==> src/rtl/i2cds_pkg.sv <==
// Package: shared types for the dual-identifier bus slave.
// Assumes: one byte per bus transfer.
package i2cds_pkg;
    localparam int BYTE_W = 8;
    localparam int CNT_W  = 4;

    typedef enum logic [2:0] {
        ST_IDLE  = 3'd0,
        ST_SEL   = 3'd1,
        ST_ACK   = 3'd2,
        ST_RX    = 3'd3,
        ST_TX    = 3'd4,
        ST_ACKIN = 3'd5
    } eng_state_t;

    typedef enum logic {
        TGT_MEM  = 1'b0,
        TGT_PROT = 1'b1
    } target_t;
endpackage

==> src/rtl/i2cds_line_sync.sv <==
// Module: resynchronises the clock and data lines and flags edges and bus conditions.
// Assumes: both lines idle high; the bus is at least several system clocks per phase.
module i2cds_line_sync #(
    parameter int SYNC_STAGES = 2
) (
    input  logic clk,
    input  logic rst_n,
    input  logic scl_i,
    input  logic sda_i,
    output logic scl_s,
    output logic sda_s,
    output logic scl_rise,
    output logic scl_fall,
    output logic start_det,
    output logic stop_det
);
    localparam int NLINES = 2;

    logic [NLINES-1:0] raw;
    logic [NLINES-1:0] synced;
    logic [NLINES-1:0] prev;

    assign raw = {sda_i, scl_i};

    generate
        for (genvar g = 0; g < NLINES; g++) begin : g_line
            logic [SYNC_STAGES-1:0] chain;
            // Shift chain: brings one line into the clock domain.
            always_ff @(posedge clk) begin
                if (!rst_n) chain <= '1;
                else        chain <= {chain[SYNC_STAGES-2:0], raw[g]};
            end
            assign synced[g] = chain[SYNC_STAGES-1];
        end
    endgenerate

    // History register: previous synchronised value for edge detection.
    always_ff @(posedge clk) begin
        if (!rst_n) prev <= '1;
        else        prev <= synced;
    end

    assign scl_s     = synced[0];
    assign sda_s     = synced[1];
    assign scl_rise  = synced[0] & ~prev[0];
    assign scl_fall  = ~synced[0] & prev[0];
    assign start_det = synced[0] & prev[0] & prev[1] & ~synced[1];
    assign stop_det  = synced[0] & prev[0] & ~prev[1] & synced[1];
endmodule

==> src/rtl/i2cds_sel_decode.sv <==
// Module: compares the upper nibble of a select byte with the two type identifiers.
// Assumes: the identifiers differ.
module i2cds_sel_decode #(
    parameter logic [3:0] MEM_ID  = 4'b1010,
    parameter logic [3:0] PROT_ID = 4'b0110
) (
    input  logic [7:0] sel_byte,
    output logic       hit_mem,
    output logic       hit_prot
);
    // Identifier compare on bits [7:4].
    always_comb begin
        hit_mem  = (sel_byte[7:4] == MEM_ID);
        hit_prot = (sel_byte[7:4] == PROT_ID);
    end
endmodule

==> src/rtl/i2cds_engine.sv <==
// Module: bit and byte sequencer. It receives the select byte, acknowledges,
// receives or sends data, and drives the memory and protection ports.
// Assumes: edges and conditions come pre-synchronised from i2cds_line_sync.
module i2cds_engine
    import i2cds_pkg::*;
#(
    parameter int ADDR_W = 8
) (
    input  logic              clk,
    input  logic              rst_n,
    input  logic              lockout,
    input  logic              scl_s,
    input  logic              sda_s,
    input  logic              scl_rise,
    input  logic              scl_fall,
    input  logic              start_det,
    input  logic              stop_det,
    input  logic              hit_mem,
    input  logic              hit_prot,
    output logic [BYTE_W-1:0] shreg,
    output logic              sda_drive_n,
    output logic [ADDR_W-1:0] mem_addr,
    output logic              mem_rd_en,
    input  logic [BYTE_W-1:0] mem_rdata,
    output logic              mem_wr_en,
    output logic [BYTE_W-1:0] wr_data,
    output logic              prot_wr_en,
    input  logic [BYTE_W-1:0] prot_rdata
);
    eng_state_t        st;
    target_t           tgt;
    logic [CNT_W-1:0]  bit_cnt;
    logic              is_read;
    logic              first_byte;
    logic              inc_pend;
    logic              master_ack;
    logic [BYTE_W-1:0] rd_byte;

    // Read source: pick the byte for the addressed target.
    always_comb rd_byte = (tgt == TGT_PROT) ? prot_rdata : mem_rdata;

    // Sequencer: one state step per synchronised bus event.
    always_ff @(posedge clk) begin
        if (!rst_n || lockout) begin
            st          <= ST_IDLE;
            tgt         <= TGT_MEM;
            bit_cnt     <= '0;
            shreg       <= '0;
            is_read     <= 1'b0;
            first_byte  <= 1'b0;
            inc_pend    <= 1'b0;
            master_ack  <= 1'b0;
            sda_drive_n <= 1'b1;
            mem_rd_en   <= 1'b0;
            mem_wr_en   <= 1'b0;
            prot_wr_en  <= 1'b0;
            if (!rst_n) begin
                mem_addr <= '0;
                wr_data  <= '0;
            end
        end else begin
            mem_rd_en  <= 1'b0;
            mem_wr_en  <= 1'b0;
            prot_wr_en <= 1'b0;
            if (start_det) begin
                st          <= ST_SEL;
                bit_cnt     <= '0;
                sda_drive_n <= 1'b1;
            end else if (stop_det) begin
                st          <= ST_IDLE;
                sda_drive_n <= 1'b1;
            end else begin
                case (st)
                    ST_SEL: begin
                        if (scl_rise) begin
                            shreg   <= {shreg[BYTE_W-2:0], sda_s};
                            bit_cnt <= bit_cnt + 1'b1;
                        end else if (scl_fall && bit_cnt == CNT_W'(BYTE_W)) begin
                            if (hit_mem || hit_prot) begin
                                tgt         <= hit_prot ? TGT_PROT : TGT_MEM;
                                is_read     <= shreg[0];
                                first_byte  <= 1'b1;
                                sda_drive_n <= 1'b0;
                                st          <= ST_ACK;
                            end else begin
                                st <= ST_IDLE;
                            end
                        end
                    end
                    ST_ACK: begin
                        if (scl_fall) begin
                            bit_cnt  <= '0;
                            inc_pend <= 1'b0;
                            if (inc_pend) mem_addr <= mem_addr + 1'b1;
                            if (is_read) begin
                                shreg       <= rd_byte;
                                sda_drive_n <= rd_byte[BYTE_W-1];
                                mem_rd_en   <= (tgt == TGT_MEM);
                                st          <= ST_TX;
                            end else begin
                                sda_drive_n <= 1'b1;
                                st          <= ST_RX;
                            end
                        end
                    end
                    ST_RX: begin
                        if (scl_rise) begin
                            shreg   <= {shreg[BYTE_W-2:0], sda_s};
                            bit_cnt <= bit_cnt + 1'b1;
                        end else if (scl_fall && bit_cnt == CNT_W'(BYTE_W)) begin
                            sda_drive_n <= 1'b0;
                            st          <= ST_ACK;
                            wr_data     <= shreg;
                            if (tgt == TGT_PROT) begin
                                prot_wr_en <= 1'b1;
                            end else if (first_byte) begin
                                mem_addr   <= ADDR_W'(shreg);
                                first_byte <= 1'b0;
                            end else begin
                                mem_wr_en <= 1'b1;
                                inc_pend  <= 1'b1;
                            end
                        end
                    end
                    ST_TX: begin
                        if (scl_fall) begin
                            if (bit_cnt == CNT_W'(BYTE_W - 1)) begin
                                sda_drive_n <= 1'b1;
                                st          <= ST_ACKIN;
                            end else begin
                                shreg       <= {shreg[BYTE_W-2:0], 1'b0};
                                sda_drive_n <= shreg[BYTE_W-2];
                                bit_cnt     <= bit_cnt + 1'b1;
                            end
                        end
                    end
                    ST_ACKIN: begin
                        if (scl_rise) begin
                            master_ack <= ~sda_s;
                            if (!sda_s && tgt == TGT_MEM) mem_addr <= mem_addr + 1'b1;
                        end else if (scl_fall) begin
                            if (master_ack) begin
                                bit_cnt     <= '0;
                                shreg       <= rd_byte;
                                sda_drive_n <= rd_byte[BYTE_W-1];
                                mem_rd_en   <= (tgt == TGT_MEM);
                                st          <= ST_TX;
                            end else begin
                                st <= ST_IDLE;
                            end
                        end
                    end
                    default: ;
                endcase
            end
        end
    end

    // no drive and no strobes in the cycle after the lockout is seen.
    a_r9_lockout_quiet: assert property (@(posedge clk) disable iff (!rst_n)
        lockout |=> (sda_drive_n && !mem_wr_en && !prot_wr_en && !mem_rd_en));

    // the drive only moves on a low clock unless a condition or the lockout forced it.
    a_r7_drive_moves_low: assert property (@(posedge clk) disable iff (!rst_n)
        (!$stable(sda_drive_n) && !$past(start_det) && !$past(stop_det) && !$past(lockout))
        |-> !$past(scl_s));

    // a memory write strobe lasts one cycle.
    a_r5_single_strobe: assert property (@(posedge clk) disable iff (!rst_n)
        mem_wr_en |=> !mem_wr_en);

    // an unknown identifier returns to idle with the line released.
    a_r4_unknown_silent: assert property (@(posedge clk) disable iff (!rst_n)
        (st == ST_SEL && scl_fall && bit_cnt == CNT_W'(BYTE_W) && !hit_mem && !hit_prot
         && !start_det && !stop_det && !lockout) |=> (st == ST_IDLE && sda_drive_n));

    // the slave never drives while the master acknowledges.
    a_r8_release_master_bit: assert property (@(posedge clk) disable iff (!rst_n)
        (st == ST_ACKIN) |-> sda_drive_n);

    // only one target is strobed in a cycle.
    a_r6_one_target: assert property (@(posedge clk) disable iff (!rst_n)
        !(mem_wr_en && prot_wr_en));
endmodule

==> src/rtl/i2c_dual_select_slave.sv <==
// Module: top of the bus slave. It connects line synchronisation, identifier decode
// and the sequencer.
// Assumes: sda_i is the wired line, including this slave's own pull-down.
module i2c_dual_select_slave #(
    parameter int         ADDR_W  = 8,
    parameter logic [3:0] MEM_ID  = 4'b1010,
    parameter logic [3:0] PROT_ID = 4'b0110
) (
    input  logic              clk,
    input  logic              rst_n,
    input  logic              por_hold,
    input  logic              scl_i,
    input  logic              sda_i,
    output logic              sda_drive_n,
    output logic [ADDR_W-1:0] mem_addr,
    output logic              mem_rd_en,
    input  logic [7:0]        mem_rdata,
    output logic              mem_wr_en,
    output logic [7:0]        wr_data,
    output logic              prot_wr_en,
    input  logic [7:0]        prot_rdata
);
    logic       scl_s, sda_s, scl_rise, scl_fall, start_det, stop_det;
    logic       hit_mem, hit_prot;
    logic [7:0] shreg;

    i2cds_line_sync #(.SYNC_STAGES(2)) u_sync (
        .clk(clk), .rst_n(rst_n), .scl_i(scl_i), .sda_i(sda_i),
        .scl_s(scl_s), .sda_s(sda_s), .scl_rise(scl_rise), .scl_fall(scl_fall),
        .start_det(start_det), .stop_det(stop_det)
    );

    i2cds_sel_decode #(.MEM_ID(MEM_ID), .PROT_ID(PROT_ID)) u_dec (
        .sel_byte(shreg), .hit_mem(hit_mem), .hit_prot(hit_prot)
    );

    i2cds_engine #(.ADDR_W(ADDR_W)) u_eng (
        .clk(clk), .rst_n(rst_n), .lockout(por_hold),
        .scl_s(scl_s), .sda_s(sda_s), .scl_rise(scl_rise), .scl_fall(scl_fall),
        .start_det(start_det), .stop_det(stop_det),
        .hit_mem(hit_mem), .hit_prot(hit_prot), .shreg(shreg),
        .sda_drive_n(sda_drive_n), .mem_addr(mem_addr), .mem_rd_en(mem_rd_en),
        .mem_rdata(mem_rdata), .mem_wr_en(mem_wr_en), .wr_data(wr_data),
        .prot_wr_en(prot_wr_en), .prot_rdata(prot_rdata)
    );
endmodule

==> config.mk <==
export PLATFORM = sky130hd
export DESIGN_NAME = i2c_dual_select_slave
export DESIGN_NICKNAME = d
export VERILOG_FILES = /design/src/rtl/i2cds_pkg.sv /design/src/rtl/i2cds_line_sync.sv /design/src/rtl/i2cds_sel_decode.sv /design/src/rtl/i2cds_engine.sv /design/src/rtl/i2c_dual_select_slave.sv
export SDC_FILE = /design/constraint.sdc
export NUM_CORES = 1
export LEC_CHECK = 0
export BUFFER_PORTS_ARGS = -buffer_cell sky130_fd_sc_hd__buf_2
export CAP_MARGIN = 25
export CORE_ASPECT_RATIO = 0.6
export CORE_MARGIN = 8
export CORE_UTILIZATION = 25
export CTS_CLUSTER_DIAMETER = 30
export DETAILED_ROUTE_END_ITERATION = 6
export PLACE_DENSITY = 0.49
export SLEW_MARGIN = 5
export SYNTH_ARGS = -nofsm -noshare
export SYNTH_HDL_FRONTEND = slang
export SYNTH_SLANG_ARGS = --single-unit
export TNS_END_PERCENT = 100
==> constraint.sdc <==
create_clock -name clk -period 2.2 [get_ports clk]
set_input_delay 0.11 -clock clk [delete_from_list [all_inputs] [get_ports clk]]
set_output_delay 0.11 -clock clk [all_outputs]
set_load 0.02 [all_outputs]
## After elaboration in Yosys (flattened, before gate mapping)

Cells that the tools add are included.

| cells by class | value |
|---|---|
| $add $sub $neg | 2 |
| eq/ne operators | 46 |
| mux-type cells | 87 |
| bitwise logic cells | 17 |
| reductions and logical operators | 30 |

Operators with widths:

| cell | count |
|---|---|
| $mux W8 | 27 |
| $mux W1 | 33 |
| $mux W3 | 11 |
| $pmux W8 S4 | 1 |
| $mux W4 | 7 |
| $ne A2 B1 Y1 const B | 13 |
| $ne A4 B3 Y1 const B | 6 |
| $pmux W8 S3 | 1 |
| $reduce_and A11 Y1 | 2 |
| $reduce_and A10 Y1 | 2 |
| $reduce_and A9 Y1 | 2 |
| $pmux W4 S4 | 1 |
| $ne A3 B1 Y1 const B | 5 |
| $pmux W3 S5 | 1 |
| $ne A2 B2 Y1 const B | 7 |
| $ne A4 B4 Y1 const B | 3 |
| $reduce_and A12 Y1 | 1 |
| $reduce_and A6 Y1 | 2 |
| $not A1 Y1 | 10 |
| $add A8 B1 Y8 const B | 1 |
| $eq A4 B3 Y1 const B | 2 |
| $eq A4 B4 Y1 const B | 2 |
| $reduce_and A8 Y1 | 1 |
| $reduce_bool A2 Y1 | 4 |
| other kinds (21) | 37 |

| word-level totals | value |
|---|---|
| register bits after elaboration | 46 |
| bits of input ports | 21 |
| output and inout port bits | 20 |
| logic and storage cells | 200 |

## Longest topological paths before layout

Gate-level depths: netlist of the first run.

| logic depth | value |
|---|---|
| depth after elaboration | 9 |
| depth in mapped cells | 7 |
| depth with buffers taken out | 7 |

## By module

From an unflattened synthesis of the first run, not the netlist that was laid out.

| unflattened totals | value |
|---|---|
| cells, all modules | 266 |
| area total of the unflattened synthesis | 2,453.6 um^2 |

By module, submodules not included:

| module | instances | cells each | area an instance (um^2) | seq. area each (um^2) |
|---|---|---|---|---|
| i2cds_engine | 1 | 248 | 2,238.4 | 960.9 |
| i2cds_line_sync | 1 | 16 | 190.2 | 120.1 |
| i2cds_sel_decode | 1 | 2 | 25.0 | 0.0 |

## Least setup slack after synthesis of the first run

No wires, ideal clock.

| path | value |
|---|---|
| path type | reg2reg |
| start | reg u_eng.st[0] |
| end | reg u_eng.wr_data[0], enable pin |
| library setup time | 398 ps |
| arrival | 2,005 ps |
| setup slack | -202 ps |
| stages on the path, launching flop included | 5 |
| cell sequence | dfxtp_1 nor2b_1 nand2_1 clkbuf_1 o41ai_1 |

| on the way | value |
|---|---|
| word-level cells in the longest chain between the ends | 3 |

Ends and longest elaborated chain:

| what | line | text |
|---|---|---|
| start: declaration | i2cds_engine.sv:30 | `eng_state_t st;` |
| start signal: assignment | i2cds_engine.sv:45 | `st <= ST_IDLE;` |
| start signal: assignment | i2cds_engine.sv:66 | `st <= ST_SEL;` |
| start signal: assignment | i2cds_engine.sv:70 | `st <= ST_IDLE;` |
| $eq A3 B2 Y1 | i2cds_engine.sv:73 | `case (st)` |
| $reduce_bool A2 Y1 (no source line) | n/a |  |
| $reduce_and A6 Y1 (no source line) | n/a |  |
| end signal: assignment | i2cds_engine.sv:113 | `wr_data <= shreg;` |
| end: declaration | i2cds_engine.sv:26 | `output logic [BYTE_W-1:0] wr_data,` |

No other way between the ends.
A chain may end at the register's enable or synchronous reset.

## Worst setup path in the final report of the first run

| path | value |
|---|---|
| start | reg u_eng.bit_cnt[0] |
| end | reg u_eng.st[1] |

| on the way | value |
|---|---|
| word-level cells in the longest chain between the ends | 4 |

Ends and longest elaborated chain:

| what | line | text |
|---|---|---|
| start: declaration | i2cds_engine.sv:32 | `logic [CNT_W-1:0] bit_cnt;` |
| start signal: assignment | i2cds_engine.sv:77 | `bit_cnt <= bit_cnt + 1'b1;` |
| start signal: assignment | i2cds_engine.sv:109 | `bit_cnt <= bit_cnt + 1'b1;` |
| start signal: assignment | i2cds_engine.sv:133 | `bit_cnt <= bit_cnt + 1'b1;` |
| $eq A4 B4 Y1 | i2cds_engine.sv:78, i2cds_engine.sv:110 |  |
| $logic_and A1 B1 Y1 | i2cds_engine.sv:78, i2cds_engine.sv:110 |  |
| $ne A2 B1 Y1 (no source line) | n/a |  |
| $reduce_and A10 Y1 (no source line) (*) | n/a |  |
| end signal: assignment | i2cds_engine.sv:84 | `st <= ST_ACK;` |
| end signal: assignment | i2cds_engine.sv:86 | `st <= ST_IDLE;` |
| end signal: assignment | i2cds_engine.sv:112 | `st <= ST_ACK;` |

Mark *: on every way between the ends. The rest lies on a longest branch, timed or not.

==> results of run 1 <==
## worst max-delay path, stage by stage, from the launching register on
cell	delay [ns]
dfxtp_1	0.33
inv_1	0.08
ha_1	0.16
nand3b_1	0.20
a221oi_1	0.31
o31ai_1	0.13
or4_1	0.42
a311oi_1	0.27
## cell type report
| cell class | instances | area share |
|---|---|---|
| sequential | 46 | 0.356 |
| clock buffer | 6 | 0.0424 |
| tap | 130 | 0.0535 |
| multi-input combinational | 184 | 0.415 |
| clock inverter | 2 | 0.0119 |
| timing repair buffer | 58 | 0.112 |
| inverter | 8 | 0.00988 |
## registers in the layout (all words and copies together) (netlist names)
signal and flops:
u_eng.mem_addr 8, u_eng.shreg 8, u_eng.wr_data 8, u_eng.bit_cnt 4, u_sync.g_line.chain 4, u_eng.st 3, u_sync.prev 2, u_eng.first_byte 1
u_eng.inc_pend 1, u_eng.is_read 1, u_eng.master_ack 1, u_eng.mem_rd_en 1, u_eng.mem_wr_en 1, u_eng.prot_wr_en 1, u_eng.sda_drive_n 1, u_eng.tgt 1
## per-stage QoR
stage / instance area (um2) / hold WS [ns] / worst slack [ns] / utilization / total power [mW]
detailed placement: 2850 / 0.294 / 0.197 / 0.307 / 1.09
floorplan: 2430 / 0.180 / 0.154 / - / 1.02
global route: 3040 / 0.124 / 0.0263 / 0.327 / 2.01
global placement: 2850 / 0.294 / 0.228 / 0.307 / 1.09
CTS: 3040 / 0.111 / 0.172 / 0.327 / 1.95
finish: 3040 / 0.114 / 0.203 / 0.327 / 1.93
## synthesized netlist by cell type (all sizes together), types with 2 or more instances
cell type	count
mux2i	11
nor2	33
buf	4
nand3b	7
nor4	2
a211oi	15
xor2	4
a31oi	2
or4	2
nor3b	5
dfxtp	30
o21ai	10
o21a	2
and2	8
ha	3
nor3	4
o211ai	2
nand2	9
a21oi	11
mux2	9
xnor2	4
nor2b	5
clkbuf	9
inv	8
edfxtp	16
o31ai	3
nand3	7
nand2b	11
## power by group
group | leakage (nW) | switching (mW) | total (mW) | internal (mW)
clock | 0.0814 | 0.316 | 0.853 | 0.537
sequential | 0.408 | 0.0181 | 0.917 | 0.899
combinational | 0.724 | 0.0927 | 0.159 | 0.0663
## worst paths after layout
kind	start	endpoint	slack, ns
hold reg to reg	u_sync.g_line[0].chain[0]	u_sync.g_line[0].chain[1]	0.41
hold / removal	rst_n	u_sync.prev[1]	0.11
setup reg to reg	u_eng.bit_cnt[0]	u_eng.st[1]	0.20
setup / recovery	u_eng.bit_cnt[0]	u_eng.st[1]	0.20
## cell usage in the layout (no fill, tap or decap), drive strengths merged, types with 2 or more instances in the layout
| master | instances |
|---|---|
| a211oi | 15 |
| a21oi | 11 |
| a31oi | 2 |
| and2 | 8 |
| buf | 56 |
| clkbuf | 6 |
| dfxtp | 30 |
| dlygate4sd3 | 2 |
| edfxtp | 16 |
| ha | 3 |
| inv | 9 |
| mux2 | 9 |
| mux2i | 11 |
| nand2 | 9 |
| nand2b | 11 |
| nand3 | 7 |
| nand3b | 7 |
| nor2 | 33 |
| nor2b | 5 |
| nor3 | 4 |
| nor3b | 5 |
| nor4 | 2 |
| o211ai | 2 |
| o21a | 2 |
| o21ai | 10 |
| o31ai | 3 |
| or4 | 2 |
| xnor2 | 4 |
| xor2 | 4 |
## cells by family after synthesis
group	after synthesis
and+or+nand+nor	101
xor gates and xnor gates	8
AOI/OAI and AO/OA	52
DFF	46
buffers and inverters	21
muxes	20
adders and majority gates	3
## metal layers
layer / up-vias / GRT usage / wire length (um)
met1: 914 / 0.163 / 3610
li1: 1012 / - / -
met4: 0 / 0.0246 / 53
met2: 74 / 0.133 / 2380
met3: 8 / 0.0378 / 651
met5: - / 0 / 0
## what timing repair did
item / 4_1_cts / 5_1_grt
hold buffers: 2 / 0
resized for setup: 0 / 1
hold endpoints to repair: 2 / 0
endpoints found under the setup margin: 0 / 8
==> impl_metrics.yaml, run 1 <==
place:
  dp.cells: 424
  dp_hpwl_um: 5090
  gp_congestion: 0.880
  port_buffers: 40
job:
  drv_cap: 0
sta:
  fmax_ghz: 0.501
  finalCriticalPeriod_ns: 2.00
  finalClockSkew_ns: 0.00969
  rsz0062_at_grt: "false"
  fin_tns_setup_ns: 0
  min_period_over_period: 0.908
  slew_viol_final: 0
  finalSetupViolCount: 0
  worst_slew_pin_slew_ns: 0.503
  slew_headroom: 0.663
  hold_viol_final: 0
synth:
  ys_types: 49
  synth_seq_cells: 46
  synth_xor_area_frac: 0.0289
  synthSimpleGateAreaFrac: 0.229
  synth-adder-area-share: 0.0155
  synthFlopType: "dfxtp_1"
  syn_area_per_cell_um2: 9.66
  synth_area_um2: 2420
  synth_cells: 251
  synthTopCellsByArea: "dfxtp_1 (25%), edfxtp_1 (20%), nor2_1 (5.1%)"
  ys_warn_count: 0
  synth_top_family_by_area: "simple AND/OR/NAND/NOR gates"
  synth_top_area_share: 0.248
  async_flop_share: 0
  ys_seq_area_frac: 0.446
  yosys-mux-area-fraction: 0.0872
  synth-edff-count: 16
  synth_nets: 275
  synth_compound_gate_area_share: 0.155
  yosys.area.top_type: "dfxtp_1"
die:
  ios: 41
  fp.coreArea_um2: 9290
  die_h_um: 92.3
  rows: 27
  dieArea_um2: 13200
  start_util: 0.261
  dieWidth_um: 143
critical_path:
  reg2reg_depth: 7
  worstSetupPathType: "reg2reg"
  cp-start-kind: "flop"
  cp.arrival_ns: 2.19
  worst_ep_required_time_ns: 2.39
  setup.worst_path.end_class: "flop"
  critPathMaxFanout: 4
finish:
  fillers: 977
  register_area_um2: 1080
  diodes: 0
  final_nets: 327
  multi_input_area_um2: 1260
  layout-drive-gt1-share: 0.260
  fin_cells: 434
  area_growth_pct: 25.3
routing:
  post_drt_wl_per_cell_um: 15.4
  drc_errors: 0
  firstDrtPassIters: 4
  via_per_inst: 4.63
  wl_um: 6700
  drtIter0Drc: 184
  ant_nets: 0
  vias: 2008
pwr:
  ir_drop_uv: 389
  p_per_area_nw_per_um2: 635
  p_leak_nw: 1.21
global_route:
  grt_usage: 0.106
  antenna_found_initial: 0
  grt_pass1_wl_um: 11000
  gr-total-overflow: 0
  grt_pass1_vias: 1924
  grt_max_degree: 20
clocking:
  htree_levels: 2
  numCtsBuffers: 5
  cts_tree: "yes"
  post_cts_buffers: 0
  ctsLongestPathBuffers: 2
  clk_pin_slew_ns: 0.06
  clkLatencyLatePin_ns: 0.29
  cts-root-buf: "clkbuf_16"
  cts.sinks: 46
hold_path:
  hold_class: "in2reg"
  hold_path_depth: 2
run_status:
  outcome: "finished clean"
Note: power is estimated with default switching activity, not from simulation.
==> run 2: changes to the inputs <==
Settings changed: RECOVER_POWER set to 100, REMOVE_ABC_BUFFERS set to 1.
==> run 2 against run 1 <==
Effect of this change: setup slack improved by 0.00058 ns; core utilization fell by 0.27 points; non-clock buffer count rose by 4; first-iteration DRC count fell by 35%; global-route usage barely moved; total power fell by 7.3%; register-to-register slack barely moved; critical path depth rose by 1; clock skew fell by 0.0038 ns; critical path type unchanged.
==> impl_metrics.yaml, run 2 (synthesized netlist as in run 1, its figures left out) <==
run_status:
  outcome: "finished clean"
critical_path:
  rr_endpoint: "u_eng.mem_addr[0]"
  reg2reg_slack_ns: 0.20
  worstPathCellList: "inv_1, ha_1, nand3b_1, or3_4, inv_1, a21oi_1, o21ai_1, buf_4"
  crit_path_max_incr_delay_ns: 0.45
  cpMaxStageDelayCell: "or3_4"
  reg2reg_depth: 8
  setup.worst_path.end_class: "flop"
  cp.arrival_ns: 1.99
  cp_common_cell: "inv_1"
  crit_buf_inv: 3
  cp-start-kind: "flop"
  crit_family: "simple AND/OR/NAND/NOR gates"
  worstSetupPathType: "reg2reg"
  worstReg2RegStart: "u_eng.bit_cnt[0]"
  worst_ep_required_time_ns: 2.19
  critPathMaxFanout: 8
finish:
  reg_top3: "u_eng.mem_addr (8), u_eng.shreg (8), u_eng.wr_data (8)"
  multi_input_area_um2: 1270
  mostFrequentLayoutCells: "nor2_1 (33), dfxtp_1 (29), clkbuf_1 (25), buf_2 (19)"
  final_nets: 331
  diodes: 0
  fillers: 980
  register_area_um2: 1080
  layout_commonest_cell: "nor2_1"
  area_growth_pct: 24.3
  layout-drive-gt1-share: 0.198
hold_path:
  hold_class: "in2reg"
  holdCritStartpoint: "rst_n"
  hold_path_depth: 2
  hold_end: "u_sync.g_line[1].chain[0]"
clocking:
  htree_levels: 2
  cts_tree: "yes"
  clk_pin_slew_ns: 0.06
  cts-root-buf: "clkbuf_16"
  numCtsBuffers: 5
  cts.sinks: 46
  ctsLongestPathBuffers: 2
  post_cts_buffers: 0
  clkLatencyLatePin_ns: 0.28
place:
  dp_hpwl_um: 5270
  place_ws_ns: 0.152
  port_buffers: 40
  gp_congestion: 0.864
die:
  start_util: 0.261
  die_h_um: 92.3
  ios: 41
  rows: 27
  fp.coreArea_um2: 9290
  dieArea_um2: 13200
  dieWidth_um: 143
sta:
  worst_slew_pin_slew_ns: 0.623
  timing.hold.ws_ns: 0.224
  finalClockSkew_ns: 0.00589
  finalSetupViolCount: 0
  slew_viol_final: 0
  layout_setup_ws_ns: 0.203
  slew_headroom: 0.582
  fmax_ghz: 0.501
  finalCriticalPeriod_ns: 2.00
  hold_viol_final: 0
  min_period_over_period: 0.908
pwr:
  ir_drop_uv: 259
  p_leak_nw: 1.14
  power_mw: 1.79
  p_per_area_nw_per_um2: 593
routing:
  ant_nets: 0
  drc_errors: 0
  firstDrtPassIters: 5
  drtIter0Drc: 119
  wl_um: 6790
  vias: 1992
  post_drt_wl_per_cell_um: 15.5
  via_per_inst: 4.55
global_route:
  grt_usage: 0.106
  antenna_found_initial: 0
  gr-total-overflow: 0
  grt_max_degree: 25
  grt_pass1_wl_um: 11100
  grt_pass1_vias: 2047
job:
  drv_cap: 0
[run 2: cell types whose count changed in the layout (fill, tap and decap cells not counted), sizes merged]
cell and delta:
bufinv -1, clkinv +2, inv -1, buf -21, clkbuf +25
[run 2: report_power, final]
group	switching [mW]	total [mW]	internal, mW
Clock	0.298	0.713	0.415
Sequential	0.0185	0.918	0.900
Combinational	0.0933	0.157	0.0641
[run 2: routing by layer]
| layer | routed length [um] | vias to the layer above | track usage | part of all wire |
|---|---|---|---|---|
| met1 | 3870 | 912 | 0.171 | 0.57 |
| li1 | - | 1020 | - | - |
| met5 | 0 | - | 0 | 0 |
| met2 | 2410 | 58 | 0.130 | 0.35 |
| met3 | 501 | 2 | 0.0372 | 0.074 |
| met4 | 13 | 0 | 0.0106 | 0.0019 |
[run 2: repair_timing]
action	4_1_cts	5_1_grt
gates resized for setup	0	5
endpoints found under the hold margin	2	0
hold buffers	2	0
setup endpoints to repair	0	9
[run 2: per-stage QoR]
stage	util	cells	setup TNS [ns]	cell area [um2]
after CTS	0.327	438	0	3040
after detailed placement	0.310	428	0	2880
after global routing	0.324	438	-0.0256	3010
final	0.324	438	0	3010
after global placement	0.310	428	0	2880
after floorplan	-	238	-5.94	2360
[run 2: layout make-up]
| cell class | instances | area share |
|---|---|---|
| sequential | 46 | 0.359 |
| multi-input combinational | 184 | 0.422 |
| tap | 130 | 0.0540 |
| inverter | 8 | 0.00996 |
| clock buffer | 6 | 0.0428 |
| timing repair buffer | 62 | 0.110 |
| clock inverter | 2 | 0.00291 |
[run 2: worst max path at each step]
stage	from	end	slack, ns	cells past startpoint
2_1_floorplan	u_eng.st[0]	u_eng.wr_data[0]	-0.47	3
3_3_place_gp	u_eng.st[1]	u_eng.mem_addr[5]	0.14	6
3_5_place_dp	u_eng.bit_cnt[0]	u_eng.mem_addr[2]	0.15	8
4_1_cts	u_eng.st[1]	u_eng.mem_addr[2]	0.14	6
5_1_grt	u_eng.bit_cnt[0]	u_eng.st[1]	-0.03	7
6_report	u_eng.bit_cnt[0]	u_eng.mem_addr[0]	0.20	8
[run 2: worst reg2reg max path: stages, from the launching register on]
cell and delay, ns:
dfxtp_1 0.33, inv_1 0.08, ha_1 0.16, nand3b_1 0.21
or3_4 0.45, inv_1 0.06, a21oi_1 0.06, o21ai_1 0.16
buf_4 0.19
